**src/rtl/refpfd_pkg.sv**
```systemverilog
package refpfd_pkg;
  localparam int unsigned DEF_R_W      = 14;
  localparam int unsigned DEF_R_MIN    = 5;
  localparam int unsigned DEF_LOCK_CNT = 4;
  localparam int unsigned DEF_LOCK_WIN = 2;

  typedef struct packed {
    logic up;
    logic dn;
  } drive_t;
endpackage

```
**src/rtl/refpfd_ref_div.sv**
```systemverilog
module refpfd_ref_div #(
  parameter int unsigned R_W   = refpfd_pkg::DEF_R_W,
  parameter int unsigned R_MIN = refpfd_pkg::DEF_R_MIN
) (
  input  logic           clk_i,
  input  logic           rst_ni,
  input  logic           run_i,
  input  logic           restart_i,
  input  logic [R_W-1:0] r_div_i,
  output logic           fr_o
);
  logic [R_W-1:0] cnt_q, r_q, r_eff;
  logic           fr_q, term;

  assign r_eff = (r_div_i < R_W'(R_MIN)) ? R_W'(R_MIN) : r_div_i;
  assign term  = (cnt_q == r_q - 1'b1);

  always_ff @(posedge clk_i or negedge rst_ni) begin
    if (!rst_ni) begin
      cnt_q <= '0;
      r_q   <= R_W'(R_MIN);
      fr_q  <= 1'b0;
    end else if (restart_i) begin
      cnt_q <= '0;
      r_q   <= r_eff;
      fr_q  <= 1'b0;
    end else if (run_i) begin
      if (term) begin
        cnt_q <= '0;
        r_q   <= r_eff;   // new ratio only at terminal count
        fr_q  <= 1'b1;
      end else begin
        cnt_q <= cnt_q + 1'b1;
        fr_q  <= 1'b0;
      end
    end else begin
      fr_q <= 1'b0;
    end
  end

  assign fr_o = fr_q;

  assert_fr_pulse_R2: assert property (@(posedge clk_i) disable iff (!rst_ni)
    fr_q |=> !fr_q);
  assert_reload_R6: assert property (@(posedge clk_i) disable iff (!rst_ni)
    restart_i |=> (cnt_q == '0) && !fr_q);
  assert_hold_R5: assert property (@(posedge clk_i) disable iff (!rst_ni)
    (!run_i && !restart_i) |=> $stable(cnt_q) && !fr_q);
endmodule

```
**src/rtl/refpfd_pfd.sv**
```systemverilog
module refpfd_pfd (
  input  logic               clk_i,
  input  logic               rst_ni,
  input  logic               en_i,
  input  logic               fr_i,
  input  logic               fp_i,
  output refpfd_pkg::drive_t drv_o
);
  refpfd_pkg::drive_t drv_q, drv_n;

  always_comb begin
    drv_n.up = drv_q.up | fr_i;
    drv_n.dn = drv_q.dn | fp_i;
    if (!en_i || (drv_n.up && drv_n.dn)) drv_n = '0;
  end

  always_ff @(posedge clk_i or negedge rst_ni) begin
    if (!rst_ni) drv_q <= '0;
    else         drv_q <= drv_n;
  end

  assign drv_o = drv_q;

  assert_excl_R7: assert property (@(posedge clk_i) disable iff (!rst_ni)
    !(drv_q.up && drv_q.dn));
  assert_coinc_R7: assert property (@(posedge clk_i) disable iff (!rst_ni)
    (fr_i && fp_i) |=> !drv_q.up && !drv_q.dn);
  assert_park_R5: assert property (@(posedge clk_i) disable iff (!rst_ni)
    !en_i |=> !drv_q.up && !drv_q.dn);
endmodule

```
**src/rtl/refpfd_lock.sv**
```systemverilog
module refpfd_lock #(
  parameter int unsigned LOCK_CNT = refpfd_pkg::DEF_LOCK_CNT,
  parameter int unsigned LOCK_WIN = refpfd_pkg::DEF_LOCK_WIN
) (
  input  logic clk_i,
  input  logic rst_ni,
  input  logic en_i,
  input  logic fr_i,
  input  logic err_i,
  output logic ld_o
);
  localparam int unsigned W_W = $clog2(LOCK_WIN + 2);
  localparam int unsigned G_W = $clog2(LOCK_CNT + 1);

  logic [W_W-1:0] w_q;
  logic [G_W-1:0] good_q;
  logic           bad_q, ld_q, big;

  assign big = err_i && (w_q >= W_W'(LOCK_WIN));

  always_ff @(posedge clk_i or negedge rst_ni) begin
    if (!rst_ni) begin
      w_q    <= '0;
      good_q <= '0;
      bad_q  <= 1'b0;
      ld_q   <= 1'b0;
    end else if (en_i) begin
      if (!err_i)                         w_q <= '0;
      else if (w_q < W_W'(LOCK_WIN))      w_q <= w_q + 1'b1;
      if (big) begin
        ld_q   <= 1'b0;
        good_q <= '0;
        bad_q  <= 1'b1;
      end else if (fr_i) begin
        if (bad_q) begin
          bad_q  <= 1'b0;
          good_q <= '0;
        end else if (good_q >= G_W'(LOCK_CNT - 1)) begin
          ld_q <= 1'b1;
        end else begin
          good_q <= good_q + 1'b1;
        end
      end
    end
  end

  assign ld_o = ld_q;

  assert_drop_R9: assert property (@(posedge clk_i) disable iff (!rst_ni)
    (en_i && big) |=> !ld_q);
  assert_rise_R9: assert property (@(posedge clk_i) disable iff (!rst_ni)
    $rose(ld_q) |-> $past(fr_i) && $past(en_i));
  assert_frozen_R5: assert property (@(posedge clk_i) disable iff (!rst_ni)
    !en_i |=> $stable(ld_q));
endmodule

```
**src/rtl/refpfd_resync.sv**
```systemverilog
module refpfd_resync #(
  parameter int unsigned R_W      = refpfd_pkg::DEF_R_W,
  parameter int unsigned R_MIN    = refpfd_pkg::DEF_R_MIN,
  parameter int unsigned LOCK_CNT = refpfd_pkg::DEF_LOCK_CNT,
  parameter int unsigned LOCK_WIN = refpfd_pkg::DEF_LOCK_WIN
) (
  input  logic           clk_i,
  input  logic           rst_ni,
  input  logic           ps_i,
  input  logic [R_W-1:0] r_div_i,
  input  logic           fp_i,
  output logic           fr_o,
  output logic           fb_restart_o,
  output logic           do_up_o,
  output logic           do_dn_o,
  output logic           do_oe_o,
  output logic           ld_o
);
  logic               ps_q, restart_q, rise, fr, ld_int;
  refpfd_pkg::drive_t drv;

  assign rise = ps_i & ~ps_q;

  always_ff @(posedge clk_i or negedge rst_ni) begin
    if (!rst_ni) begin
      ps_q      <= 1'b0;
      restart_q <= 1'b0;
    end else begin
      ps_q      <= ps_i;
      restart_q <= rise;
    end
  end

  refpfd_ref_div #(.R_W(R_W), .R_MIN(R_MIN)) u_ref (
    .clk_i, .rst_ni,
    .run_i     (ps_q),
    .restart_i (rise),
    .r_div_i,
    .fr_o      (fr)
  );

  refpfd_pfd u_pfd (
    .clk_i, .rst_ni,
    .en_i  (ps_q),
    .fr_i  (fr),
    .fp_i,
    .drv_o (drv)
  );

  refpfd_lock #(.LOCK_CNT(LOCK_CNT), .LOCK_WIN(LOCK_WIN)) u_lock (
    .clk_i, .rst_ni,
    .en_i  (ps_q),
    .fr_i  (fr),
    .err_i (drv.up | drv.dn),
    .ld_o  (ld_int)
  );

  assign fr_o         = fr;
  assign fb_restart_o = restart_q;
  assign do_up_o      = drv.up;
  assign do_dn_o      = drv.dn;
  assign do_oe_o      = ps_q & (drv.up | drv.dn);
  assign ld_o         = ps_q ? ld_int : 1'b1;

  assert_restart_once_R6: assert property (@(posedge clk_i) disable iff (!rst_ni)
    fb_restart_o |=> !fb_restart_o);
  assert_restart_active_R6: assert property (@(posedge clk_i) disable iff (!rst_ni)
    fb_restart_o |-> ps_q && !fr_o);
endmodule

```
**config.mk**
```make
export PLATFORM = sky130hd
export DESIGN_NAME = refpfd_resync
export DESIGN_NICKNAME = d
export VERILOG_FILES = /design/src/rtl/refpfd_pkg.sv /design/src/rtl/refpfd_ref_div.sv /design/src/rtl/refpfd_pfd.sv /design/src/rtl/refpfd_lock.sv /design/src/rtl/refpfd_resync.sv
export SDC_FILE = /design/constraint.sdc
export NUM_CORES = 1
export LEC_CHECK = 0
export ABC_AREA = 1
export BUFFER_PORTS_ARGS = -buffer_cell sky130_fd_sc_hd__buf_2
export CORE_ASPECT_RATIO = 0.8
export CORE_MARGIN = 2
export CORE_UTILIZATION = 55
export CTS_CLUSTER_SIZE = 12
export DETAILED_ROUTE_END_ITERATION = 12
export GPL_TIMING_DRIVEN = 0
export PLACE_DENSITY = 0.81
export SETUP_SLACK_MARGIN = 0.4
export SLEW_MARGIN = 20
export SYNTH_ARGS = -nofsm -noshare
export SYNTH_HDL_FRONTEND = slang
export SYNTH_HIERARCHICAL = 1
export SYNTH_SLANG_ARGS = --single-unit
```
**constraint.sdc**
```tcl
create_clock -name clk_i -period 2.4 [get_ports clk_i]
set_clock_uncertainty 0.1 [all_clocks]
set_input_delay 0.24 -clock clk_i [delete_from_list [all_inputs] [get_ports clk_i]]
set_output_delay 0.24 -clock clk_i [all_outputs]
set_load 0.01 [all_outputs]
```
# Word level (Yosys, flattened, before mapping)
# Cells that the tools add are included.
classes:
  shift: 0
  bitwise_logic: 6
  reduce_logical: 13
  order_cmp: 4
  n_addsub: 4
  n_mul: 0
  n_div: 0
  muxes: 24
  n_eq_ne: 4
op_table:
  columns: ["op", "count"]
  rows:
  - ["$mux 14", 7]
  - ["$add 14x1->14 const B", 1]
  - ["$eq 14x14->1", 1]
  - ["$lt 14x3->1 const B", 1]
  - ["$sub 14x1->14 const B", 1]
  - ["$mux 3", 4]
  - ["$mux 1", 10]
  - ["$reduce_bool 2->1", 4]
  - ["$mux 2", 3]
  - ["$reduce_and 2->1", 3]
  - ["$ne 2x2->1 const B", 2]
  - ["$reduce_and 4->1", 1]
  - ["$add 3x1->3 const B", 1]
  - ["$ge 3x2->1 const B", 1]
  - ["$ne 3x1->1 const B", 1]
  - ["$or 1x1->1", 3]
  - ["$reduce_and 3->1", 1]
  - ["$add 2x1->2 const B", 1]
  - ["$and 1x1->1", 2]
  - ["$ge 2x2->1 const B", 1]
  - ["$logic_and 1x1->1", 2]
  - ["$lt 2x2->1 const B", 1]
  - ["$logic_not 1->1", 1]
  - ["$logic_or 1x1->1", 1]
  - ["$not 1->1", 1]
totals:
  mem_bits_rw: 0
  rom_bits: 0
  output_inout_bits: 6
  memories: 0
  in_bits: 18
  word_cells: 66
  latchBits: 0
  reg_bits: 40

# Logic depth before layout (Yosys ltp)
depth:
  ltp_word: 5
  depth_mapped: 15
  ltp_nobuf: 14

# Modules after synthesis
# Netlist, hierarchy kept.
modules_own_cells:
  columns: ["mod", "seq_area_each_um2", "instances", "area_per_inst_um2", "cells_each"]
  rows:
  - ["refpfd_ref_div", 728.2, 1, 2347.3, 327]
  - ["refpfd_lock", 175.2, 1, 405.4, 51]
  - ["refpfd_pfd", 50.0, 1, 97.6, 14]
  - ["refpfd_resync", 50.0, 1, 80.1, 10]

# Worst setup path before layout
# Ideal clock, no wire load.
synth_path:
  path_kind: "flip-flop to flip-flop"
  from: "register u_ref.r_q[0]"
  to: "register u_ref.cnt_q[11]"
  period_less_slack_ns: 2.160
  path_slack_ns: 0.240
  path_buffers: 1
  setup_ns: 0.124
  path_stages_with_launch: 13
  arrival_time_ns: 1.935
  required_ns: 2.176
  path_cell_list: "dfstp_2 > inv_2 > ha_1 > xnor2_1 > a21oi_1 > nand3_1 > nor2_1 > nand2_1 > nor2_2 > nand3_4 > nand2_4 > buf_12 > nor2_4"
synth_via:
  elab_chain_cells: 5
synth_rtl:
  columns: ["element", "line", "text"]
  rows:
  - ["start: declaration", "refpfd_ref_div.sv:12", "logic [R_W-1:0] cnt_q, r_q, r_eff;"]
  - ["start signal: assignment", "refpfd_ref_div.sv:21", "r_q <= R_W'(R_MIN);"]
  - ["start signal: assignment", "refpfd_ref_div.sv:25", "r_q <= r_eff;"]
  - ["start signal: assignment", "refpfd_ref_div.sv:30", "r_q <= r_eff;"]
  - ["$sub 14x1->14", "refpfd_ref_div.sv:16", "assign term = (cnt_q == r_q - 1'b1);"]
  - ["$eq 14x14->1", "refpfd_ref_div.sv:16", null]
  - ["$mux 14", "refpfd_ref_div.sv:28", "if (term) begin"]
  - ["$mux 14", "refpfd_ref_div.sv:27", "end else if (run_i) begin"]
  - ["$mux 14", "refpfd_ref_div.sv:23", "end else if (restart_i) begin"]
  - ["end signal: assignment", "refpfd_ref_div.sv:33", "cnt_q <= cnt_q + 1'b1;"]
  - ["end: declaration", "refpfd_ref_div.sv:12", null]
# No other way between the ends. The select of a mux whose other input is x is not followed.
# A chain may end at the register's enable or synchronous reset.

# Final worst setup path
layout_path:
  from: "register u_ref.r_q[0]"
  to: "register u_ref.r_q[3]"
layout_via:
  elab_chain_cells: 4
layout_rtl:
  columns: ["element", "line"]
  rows:
  - ["$sub 14x1->14", "refpfd_ref_div.sv:16"]
  - ["$eq 14x14->1", "refpfd_ref_div.sv:16"]
  - ["$reduce_bool 2->1 (no line)", null]
  - ["$reduce_and 2->1 (no line)", null]
# No other way between the ends.

==> impl_metrics.py <==
metrics = {
    "critical_path": {
        "cp_slowest_cell": "dfstp_2",
        "r2r_setup_slack_ns": 0.09,
        "path_cells": "inv_4 -> ha_4 -> xnor2_1 -> a21oi_2 -> nand3_1 -> nor2_1 -> nand2_1 -> nor2_2 -> nand3_4 -> buf_12 -> buf_4 -> nand3_1 -> nand2_1",
        "cp.arrival_ns": 2.38,
        "worstPathRequired_ns": 2.48,
        "cpPeakStageDelay_ns": 0.56,
        "startpoint_type": "flop",
        "cp-end-kind": "flop",
        "r2r_cells": 13,
        "timing.rr.end": "u_ref/r_q[3]",
        "cp_max_fo": 4,
        "critPathKind": "reg -> reg",
        "r2r_start": "u_ref/r_q[0]",
    },
    "placed_design": {
        "place_area_um2": 3190,
        "hpwlAfterDp_mm": 5.01,
        "io_buffers": 23,
        "post-place-ws_ns": -0.0747,
        "gp_congestion": 0.894,
    },
    "grt": {
        "track_usage_pct": 24.3,
        "grt_pass1_wl_mm": 11.5,
        "grt_max_degree": 41,
        "grt-ovfl-total": 0,
        "grt_pass1_vias": 2542,
        "antenna_found_initial": 0,
    },
    "logic_synthesis": {
        "ys_warn_count": 6,
        "async_flop_share_pct": 100,
        "synth_seq_area_share_pct": 34.2,
        "ys_seq_elements": 40,
        "synth_edf_count": 0,
        "ys.flop_type": "dfrtp_1",
        "syn_inst": 402,
        "syn-num-nets": 424,
        "synth_fa_ha_area_share_pct": 1.71,
        "synth_simple_gate_area_share_pct": 44.5,
        "synth_top_family_by_area": "simple AND/OR/NAND/NOR gates",
        "synth_compound_area_share_pct": 2.69,
        "synth.distinct_cells": 35,
        "synth_mux_area_share_pct": 0,
        "yosys.area_share.xor_xnor_pct": 6.87,
        "syn_area_um2": 2930,
        "syn_avg_cell_area_um2": 7.29,
    },
    "floorplanning": {
        "die_x_um": 85.6,
        "fp.coreArea_um2": 5060,
        "fp-row-count": 23,
        "dieArea_um2": 5930,
        "io_pins": 24,
        "start_util_pct": 57.9,
        "die_h_um": 69.3,
    },
    "clock_network": {
        "cts_tree": "built",
        "cts-root-buf": "clkbuf_8",
        "numCtsBuffers": 5,
        "path_clk_slew_ns": 0.07,
        "ctsLongestPathBuffers": 2,
        "htree_levels": 2,
        "worstSkewPairLatency_ns": 0.29,
        "cts_sinks": 40,
    },
    "layout": {
        "area_growth_pct": 17.8,
        "drive_gt1_share_pct": 26.1,
        "diodes": 0,
        "final_cell_area_um2": 3450,
        "num-fill-cells": 416,
        "fin_nets": 463,
        "final_common_cell": "nand2_1",
        "layout_common_cells": "nand2_1, inv_1, nand3_1",
    },
    "sta": {
        "tightest_slew_ns": 0.891,
        "finalHoldViolations": 38,
        "rsz0062_at_grt": "true",
        "setup_slack_ns": 0.0942,
        "holdWs_ns": -0.0240,
        "relSlewSlack_pct": 40.6,
        "fmax_mhz": 434,
        "final.min_clock_period_ns": 2.31,
        "finalCritPeriodShare_pct": 96.1,
        "finalSetupViolCount": 0,
        "final_max_slew_viol_count": 0,
    },
    "hold_path": {
        "hold_class": "in -> async",
    },
    "pwr": {
        "p_leak_nw": 1.77,
        "pwr_density_cell_nw_per_um2": 580,
        "peakVddDrop_mv": 0.330,
    },
    "job": {
        "drv_cap": 0,
    },
    "route": {
        "vias_per_cell": 5.34,
        "drtPass1Iterations": 5,
        "drtAntennaViolNets": 0,
        "vias": 2687,
        "drc_errors": 0,
        "wl_per_cell_um": 13.6,
        "drt_iter0_drc": 202,
        "wirelength_mm": 6.83,
    },
    "status": {
        "outcome": "finished with violations",
        "violations": "negative hold slack",
    },
}
layout make-up:
| cell class | instances | area, µm² | share of cell area (%) |
|---|---|---|---|
| Clock inverter | 1 | 5.00 | 0.145 |
| Buffer | 10 | 105 | 3.04 |
| Tap cell | 62 | 77.6 | 2.25 |
| Multi-Input combinational cell | 299 | 1750 | 50.7 |
| Timing Repair Buffer | 32 | 234 | 6.78 |
| Inverter | 53 | 203 | 5.87 |
| Clock buffer | 6 | 72.6 | 2.10 |
| Sequential cell | 40 | 1000 | 29.1 |
per-stage QoR:
| stage | instances | util (%) | setup TNS (ns) | power (mW) |
|---|---|---|---|---|
| floorplan | 402 | - | 0 | 1.36 |
| CTS | 503 | 67.6 | 0 | 1.98 |
| global placement | 487 | 62.9 | -0.116 | 1.49 |
| detailed placement | 487 | 62.9 | -0.110 | 1.51 |
| finish | 503 | 68.2 | 0 | 2.00 |
| global route | 503 | 68.2 | 0 | 2.13 |
flip-flops by register name, summed over array words and instances, names as in the netlist:
register / count
u_lock/ld_o: 1
u_lock/good_q: 3
u_lock/w_q: 2
u_pfd/drv_o: 2
ps_q: 1
u_ref/cnt_q: 14
u_ref/r_q: 14
fb_restart_o: 1
u_ref/fr_o: 1
u_lock/bad_q: 1
per-layer routing:
metal / track usage (%) / vias to the layer above / routed length (µm)
li1: - / 1343 / -
met3: 3.33 / 11 / 366
met4: 5.82 / 0 / 80
met5: 0 / - / 0
met2: 38.9 / 85 / 3180
met1: 34.8 / 1248 / 3210
power breakdown:
part           internal [mW]  total [mW]  leakage [nW]  switching, mW
Clock                  0.198       0.421        0.0410          0.224
Combinational          0.292       0.741          1.20          0.449
Sequential             0.749       0.841         0.524         0.0922
critical path, delay by kind of cell, from the launching register on:
| family | cells | cell delay (ns) |
|---|---|---|
| compound gates | 1 | 0.17 |
| fa+ha+maj | 1 | 0.21 |
| xor+xnor | 1 | 0.13 |
| simple gates | 7 | 0.69 |
| buf+inv | 3 | 0.35 |
| flops | 1 | 0.56 |
synth_stat cells (3+ instances only):
library cell  instances  area share [%]
nand2_1             114              15
nand3_1              53             9.1
inv_1                48             6.1
dfrtp_1              38              32
nor2_1               31             4.0
nor2_4               15             5.8
xor2_1               15             4.5
nand4_1              10             2.1
a21oi_1               8             1.4
xnor2_1               8             2.4
nand2_2               6             1.3
nor2_2                5             1.1
nor3_1                5            0.85
buf_6                 4             1.5
ha_1                  4             1.7
nand2_4               4             1.5
nand3b_1              4             1.0
inv_2                 3            0.38
nor4_1                3            0.64
o21ai_0               3            0.51
worst max path at each step:
| stage | cells past startpoint | endpoint | slack (ns) | startpoint |
|---|---|---|---|---|
| 2_1_floorplan | 12 | u_ref/cnt_q[11] | 0.29 | u_ref/r_q[0] |
| 3_3_place_gp | 8 | u_ref/cnt_q[13] | -0.07 | ps_q |
| 3_5_place_dp | 8 | u_ref/cnt_q[13] | -0.07 | ps_q |
| 4_1_cts | 13 | u_ref/r_q[8] | 0.15 | u_ref/r_q[0] |
| 5_1_grt | 13 | u_ref/r_q[8] | 0.01 | u_ref/r_q[0] |
| 6_report | 13 | u_ref/r_q[3] | 0.09 | u_ref/r_q[0] |
kinds of logic after synthesis:
kind of cell	after synthesis
compound gates	15
xor+xnor	23
simple gates	257
buf+inv	63
flops	40
fa+ha+maj	4
what timing repair did:
action                                 CTS  global route
setup endpoints to repair               28            29
setup buffers                            7             0
cloned                                   1             0
hold buffers                             1             0
gates resized for setup                 13            12
endpoints found under the hold margin    1             0
pin swaps                                4             7
Power figures use the tool's default switching activity.
